===== src/rtl/pgwr_pkg.sv =====
package pgwr_pkg;

  // Decide whether a byte may be committed, given the sampled protect
  // pin, the sampled lock and whether the target lies in the upper half.
  function automatic logic write_allowed(input logic wp, input logic locked,
                                         input logic upper_half);
    return !wp && (!locked || upper_half);
  endfunction

  // Any pending work in the page: held bytes or one arriving now.
  function automatic logic page_has_data(input logic held, input logic arriving);
    return held || arriving;
  endfunction

endpackage


===== src/rtl/pgwr_page_buf.sv =====
module pgwr_page_buf #(
  parameter int DATA_W     = 8,
  parameter int PAGE_BYTES = 16,
  parameter int OFF_W      = $clog2(PAGE_BYTES)
) (
  input  logic                                 clk,
  input  logic                                 rst_n,
  input  logic                                 load,
  input  logic [OFF_W-1:0]                     load_off,
  input  logic                                 clear,
  input  logic                                 wr_en,
  input  logic [DATA_W-1:0]                    wr_data,
  output logic [PAGE_BYTES-1:0][DATA_W-1:0]    slot_data,
  output logic [PAGE_BYTES-1:0]                slot_vld,
  output logic                                 any_next
);
  import pgwr_pkg::*;

  logic [OFF_W-1:0] ptr;

  // A byte arriving now counts toward the commit decision.
  assign any_next = page_has_data(|slot_vld, wr_en);

  // Each slot is one page offset; a later byte at the same offset
  // replaces the older one, which keeps only the newest 16 bytes.
  always_ff @(posedge clk or negedge rst_n) begin
    if (!rst_n) begin
      ptr       <= '0;
      slot_vld  <= '0;
      slot_data <= '0;
    end else if (load) begin
      ptr      <= load_off;
      slot_vld <= '0;
    end else if (clear) begin
      slot_vld <= '0;
    end else if (wr_en) begin
      slot_data[ptr] <= wr_data;
      slot_vld[ptr]  <= 1'b1;
      ptr            <= ptr + 1'b1;
    end
  end

endmodule


===== src/rtl/pgwr_commit_seq.sv =====
module pgwr_commit_seq #(
  parameter int WRITE_CYCLES = 500000,
  parameter int CW           = $clog2(WRITE_CYCLES + 1)
) (
  input  logic clk,
  input  logic rst_n,
  input  logic go,
  input  logic wp_in,
  input  logic lock_in,
  output logic busy,
  output logic done,
  output logic wp_snap,
  output logic lock_snap
);
  logic [CW-1:0] remain;

  assign done = busy && (remain == '0);

  always_ff @(posedge clk or negedge rst_n) begin
    if (!rst_n) begin
      busy      <= 1'b0;
      remain    <= '0;
      wp_snap   <= 1'b0;
      lock_snap <= 1'b0;
    end else if (!busy) begin
      if (go) begin
        busy      <= 1'b1;
        remain    <= CW'(WRITE_CYCLES - 1);
        wp_snap   <= wp_in;
        lock_snap <= lock_in;
      end
    end else if (remain == '0) begin
      busy <= 1'b0;
    end else begin
      remain <= remain - 1'b1;
    end
  end

endmodule


===== src/rtl/pgwr_lock_latch.sv =====
module pgwr_lock_latch (
  input  logic clk,
  input  logic rst_n,
  input  logic set_req,
  output logic locked
);
  // Set-only: no input path returns it to zero; reset alone does.
  always_ff @(posedge clk or negedge rst_n) begin
    if (!rst_n)       locked <= 1'b0;
    else if (set_req) locked <= 1'b1;
  end

endmodule


===== src/rtl/pgwr_ctrl.sv =====
module pgwr_ctrl #(
  parameter int ADDR_W       = 8,
  parameter int DATA_W       = 8,
  parameter int PAGE_BYTES   = 16,
  parameter int WRITE_CYCLES = 500000,
  parameter int RD_REG       = 0
) (
  input  logic              clk,
  input  logic              rst_n,
  input  logic              txn_start,
  input  logic [ADDR_W-1:0] txn_addr,
  input  logic              byte_valid,
  input  logic [DATA_W-1:0] byte_data,
  input  logic              txn_end,
  input  logic              lock_cmd,
  input  logic              wp_pin,
  output logic              busy,
  input  logic [ADDR_W-1:0] rd_addr,
  output logic [DATA_W-1:0] rd_data,
  output logic              rd_valid
);
  import pgwr_pkg::*;

  localparam int OFF_W = $clog2(PAGE_BYTES);
  localparam int PG_W  = ADDR_W - OFF_W;
  localparam int DEPTH = 1 << ADDR_W;

  // Named internal events, also observed by the checker.
  logic start_ok, end_ok, byte_ok, commit_go, commit_done;
  logic buf_any_next, lock_q, wp_snap, lock_snap, page_msb, allow_wr, arr_we;
  logic in_txn;
  logic [PG_W-1:0] page_q;
  logic [PAGE_BYTES-1:0][DATA_W-1:0] slot_data;
  logic [PAGE_BYTES-1:0]             slot_vld;
  logic [DATA_W-1:0] mem [DEPTH];

  assign start_ok  = txn_start && !busy;
  assign byte_ok   = byte_valid && in_txn && !busy && !txn_start;
  assign end_ok    = txn_end && in_txn && !busy && !txn_start;
  assign commit_go = end_ok && buf_any_next;
  assign page_msb  = page_q[PG_W-1];
  assign allow_wr  = write_allowed(wp_snap, lock_snap, page_msb);
  assign arr_we    = commit_done && allow_wr && (|slot_vld);

  always_ff @(posedge clk or negedge rst_n) begin
    if (!rst_n) begin
      in_txn <= 1'b0;
      page_q <= '0;
    end else if (start_ok) begin
      in_txn <= 1'b1;
      page_q <= txn_addr[ADDR_W-1:OFF_W];
    end else if (end_ok) begin
      in_txn <= 1'b0;
    end
  end

  pgwr_page_buf #(.DATA_W(DATA_W), .PAGE_BYTES(PAGE_BYTES), .OFF_W(OFF_W)) u_buf (
    .clk(clk), .rst_n(rst_n),
    .load(start_ok), .load_off(txn_addr[OFF_W-1:0]),
    .clear(commit_done), .wr_en(byte_ok), .wr_data(byte_data),
    .slot_data(slot_data), .slot_vld(slot_vld), .any_next(buf_any_next)
  );

  pgwr_lock_latch u_lock (
    .clk(clk), .rst_n(rst_n), .set_req(lock_cmd && !busy), .locked(lock_q)
  );

  pgwr_commit_seq #(.WRITE_CYCLES(WRITE_CYCLES)) u_seq (
    .clk(clk), .rst_n(rst_n), .go(commit_go),
    .wp_in(wp_pin), .lock_in(lock_q),
    .busy(busy), .done(commit_done),
    .wp_snap(wp_snap), .lock_snap(lock_snap)
  );

  // Storage array: the whole page is committed on the last busy edge.
  always_ff @(posedge clk or negedge rst_n) begin
    if (!rst_n) begin
      for (int a = 0; a < DEPTH; a++) mem[a] <= '0;
    end else if (arr_we) begin
      for (int i = 0; i < PAGE_BYTES; i++)
        if (slot_vld[i]) mem[{page_q, OFF_W'(i)}] <= slot_data[i];
    end
  end

  generate
    if (RD_REG == 0) begin : g_rd_comb
      assign rd_data  = busy ? '0 : mem[rd_addr];
      assign rd_valid = !busy;
    end else begin : g_rd_reg
      always_ff @(posedge clk or negedge rst_n) begin
        if (!rst_n) begin
          rd_data  <= '0;
          rd_valid <= 1'b0;
        end else begin
          rd_data  <= busy ? '0 : mem[rd_addr];
          rd_valid <= !busy;
        end
      end
    end
  endgenerate

endmodule


===== config.mk =====
export PLATFORM = sky130hd
export DESIGN_NAME = pgwr_ctrl
export DESIGN_NICKNAME = d
export VERILOG_FILES = /design/src/rtl/pgwr_pkg.sv /design/src/rtl/pgwr_page_buf.sv /design/src/rtl/pgwr_commit_seq.sv /design/src/rtl/pgwr_lock_latch.sv /design/src/rtl/pgwr_ctrl.sv
export SDC_FILE = /design/constraint.sdc
export NUM_CORES = 2
export LEC_CHECK = 0
export BUFFER_PORTS_ARGS = -buffer_cell sky130_fd_sc_hd__buf_4
export CAP_MARGIN = 20
export CORE_MARGIN = 3
export CORE_UTILIZATION = 45
export CTS_CLUSTER_DIAMETER = 60
export CTS_CLUSTER_SIZE = 14
export DETAILED_ROUTE_END_ITERATION = 8
export GPL_TIMING_DRIVEN = 1
export MAX_ROUTING_LAYER = met4
export PLACE_DENSITY = 0.65
export SYNTH_ARGS = -nofsm -noshare
export SYNTH_HDL_FRONTEND = slang
export SYNTH_SLANG_ARGS = --single-unit

===== constraint.sdc =====
create_clock -name clk -period 3 [get_ports clk]
set_input_delay 0.3 -clock clk [delete_from_list [all_inputs] [get_ports clk]]
set_output_delay 0.3 -clock clk [all_outputs]
set_load 0.1 [all_outputs]

==> impl_metrics.csv <==
group,metric,value,unit
die,die_h,485,µm
clock_tree,cts_buffers,195,
global_routing,grt_pass1_wl,554000,µm
placed_design,dp_slack,-935,ps
synthesis,synth-async-reset-ratio,100,%
die,start_util,45.3,%
power,leakagePower,62.3,nW
setup_path,critPathKind,"flip-flop to output pin",
power,p_seq_share,51.4,%
synthesis,synth_top_family_by_area,"multiplexers",
synthesis,synth_area_per_cell,15.8,µm²
setup_path,slowest_stage,"nor4_4",
setup_path,start_kind,"flip-flop",
placed_design,port_buffers,40,
finish,drive_gt1_share,57.3,%
finish,nets,7353,
setup_path,endpoint_kind,"output pin",
finish,area_delta_synth_final,24.0,%
setup_path,crit_arrival,3420,ps
placed_design,gp_congestion,1.02,
synthesis,synthSimpleGateAreaFrac,5.90,%
die,ios,41,
timing,slew_violations,0,
outcome,violations,"negative setup slack",
synthesis,yosysTopAreaCellShare,53.9,%
synthesis,synthFlopType,"dfrtp_1",
setup_path,max_stage_delay,680,ps
global_routing,grtUsageTotal,34.3,%
timing,final_hold_viol_count,0,
finish,n_fill_cell,17583,
die,die_x,485,µm
synthesis,synthMostInstantiatedCell,"dfrtp_1",
synthesis,yosys-top-cells-area,"dfrtp_1 54%, mux2_2 24%, mux4_2 9.6%",
setup_path,required,2700,ps
global_routing,overflow,0,
power,finalPower,0.0585,W
routing,routed_wl,396000,µm
synthesis,synth.distinct_cells,72,
timing,fin_ws,-720,ps
clock_tree,clkTransAtPathRegs,60,ps
global_routing,antenna_found_initial,40,
routing,wl_per_cell,38.0,µm
setup_path,r2r_slack,-360,ps
power,power.switching,0.0143,W
die,rows,175,
routing,drc,0,
clock_tree,htreeDepth,4,
synthesis,synthXorXnorAreaFrac,0.161,%
synthesis,ys_top_cells_by_count,"2224 x dfrtp_1, 2187 x mux2_2, 439 x mux4_2",
power,pwr-share-comb,5.6,%
finish,final_cell_area,128000,µm²
power,netSwitchingFraction,24.4,%
timing,maxSlewHeadroom,15.4,%
timing,skew,61.0,ps
routing,drt_iter0_drc,7285,
routing,first_pass_iters,6,
synthesis,synth-seq-cells,2224,
timing,rsz0062_at_grt,"true",
timing,period_share,124,%
synthesis,synth_top_cell_by_area,"dfrtp_1",
synthesis,synth_compound_area_share,2.37,%
timing,worst_slew_pin_slew,1270,ps
routing,viasPerCell,6.42,
hold_path,hold_class,"primary input to flip-flop",
power,internal_power,0.0442,W
synthesis,synth_cells,6520,
job,drv_cap,0,
synthesis,synth_adder_area_share,0.0606,%
clock_tree,clock_latency,870,ps
timing,tns,-434810,ps
die,die-area,235000,µm²
clock_tree,cts-root-buf,"clkbuf_16",
timing,fmax,0.269,GHz
synthesis,syn_nets,6556,
setup_path,crit_buf_inv,2,
setup_path,worstPathMaxFanout,2,
synthesis,seq_area_frac_synth,53.9,%
setup_path,path_delay_family,"simple AND/OR/NAND/NOR gates",
synthesis,syn_area,103000,µm²
placed_design,dpl.hpwl,268000,µm
finish,final_core_util,56.2,%
clock_tree,clock_sinks,2224,
routing,vias,66967,
timing,post-route-min-period,3720,ps
synthesis,synth-edff-count,0,
global_routing,grt_max_degree,127,
power,powerDensity,456,nW/µm²
placed_design,place_area,116000,µm²
routing,ant_nets,0,
timing,setup_violations,2057,
clock_tree,clockBufferDepth,3,
power,clockPowerShare,43.0,%
setup_path,path_cells,"mux2i_1 > o221ai_1 > buf_4 > o22ai_1 > nor3_1 > nand3_2 > nor4_4 > o2bb2ai_4 > buf_12",
die,core_area,228000,µm²
clock_tree,cts_tree,"yes",
synthesis,synthMuxAreaShare,35.9,%
global_routing,grt_pass1_vias,68445,
synthesis,yosysWarnings,0,
outcome,status,"complete, but fails checks",
power,peakVddDrop,0.433,mV
[power groups by stage]
stage | clock, W | sequential [W] | combinational, W
final | 0.0252 | 0.0300 | 0.00326
after global routing | 0.0266 | 0.0300 | 0.00342
after CTS | 0.0254 | 0.0300 | 0.00322
after detailed placement | 0 | 0.0306 | 0.00314
after global placement | 0 | 0.0306 | 0.00312
after floorplan | 0 | 0.0306 | 0.00124
[metrics by stage]
step,std cells,hold WS [ps]
2_1_floorplan,6520,4.41
3_3_place_gp,10015,302
3_5_place_dp,10015,297
4_1_cts,10379,0.324
5_1_grt,10429,28.5
6_report,10433,49.9
[area by class of cell]
class | count | area (µm²) | area share, %
diodes | 18 | 45.0 | 0.0352
clock buffers | 230 | 5230 | 4.08
clock inverters | 56 | 773 | 0.604
inverters | 24 | 96.3 | 0.0752
multi-input cells | 3887 | 51700 | 40.4
flip-flops and latches | 2224 | 55700 | 43.5
well taps | 3009 | 3760 | 2.94
repair buffers | 985 | 10800 | 8.45
[layer usage]
layer	track usage [%]	part of all wire, %
met5	-	0
met4	14.4	5.0
met3	8.62	9.7
met2	49.1	44
met1	46.6	41
[sequential cells by signal, indices dropped and copies added (netlist names)]
name             cells
u_lock.locked        1
u_seq.remain        19
u_seq.busy           1
u_buf.slot_data    128
u_buf.slot_vld      16
mem               2048
u_seq.wp_snap        1
u_seq.lock_snap      1
u_buf.ptr            4
page_q               4
in_txn               1
[final timing paths]
check                                      endpoint            start  depth (start not counted)
worst min-delay path            u_buf.slot_data[20]     byte_data[4]                          2
worst max register to register             mem[670]  u_seq.remain[6]                         11
worst min register to register        u_lock.locked    u_lock.locked                          1
max in group asynchronous                  mem[283]            rst_n                          3
worst max-delay path                     rd_data[6]        mem[1750]                          9
min in group asynchronous                 mem[1643]            rst_n                          2
[timing repair]
item                       4_1_cts  5_1_grt
gates cloned                     7        1
setup endpoints to repair     1915     2059
hold buffers                    26        0
buffers inserted                49       42
pin swaps                      133      134
resized for setup              692      433
hold endpoints to repair      1284        0
[kinds of logic (layout without fill, tap and decap cells)]
group,after synthesis,after routing
AO/OA/AOI/OAI,351,351
XOR/XNOR,19,19
adder cells (fa/ha/maj),5,5
buffers and inverters,409,1295
flip-flops,2224,2224
multiplexers,2879,2879
other,0,18
AND/OR/NAND/NOR,633,633
[cells in the final DEF (no fill, tap or decap), drive strengths merged, types with 5 or more instances in the layout]
cell and count:
o2111ai 8, clkinv 33, and3 5, o32ai 7
inv 31, nor4 25, o22ai 52, or3 7
nor3b 5, a2111oi 6, mux2 2187, a21boi 16
xnor2 12, nand2 97, ha 5, o31ai 5
mux2i 253, clkinvlp 7, nor2b 10, a21oi 50
o21ai 69, clkbuf 232, nand2b 19, bufinv 9
xor2 7, dlygate4sd3 26, diode 18, nand3 33
dfrtp 2224, buf 957, o221ai 92, or4 6
nor3 63, nand4 9, nor2 343, a22oi 11
mux4 439
(Power assumes the default switching activity.)
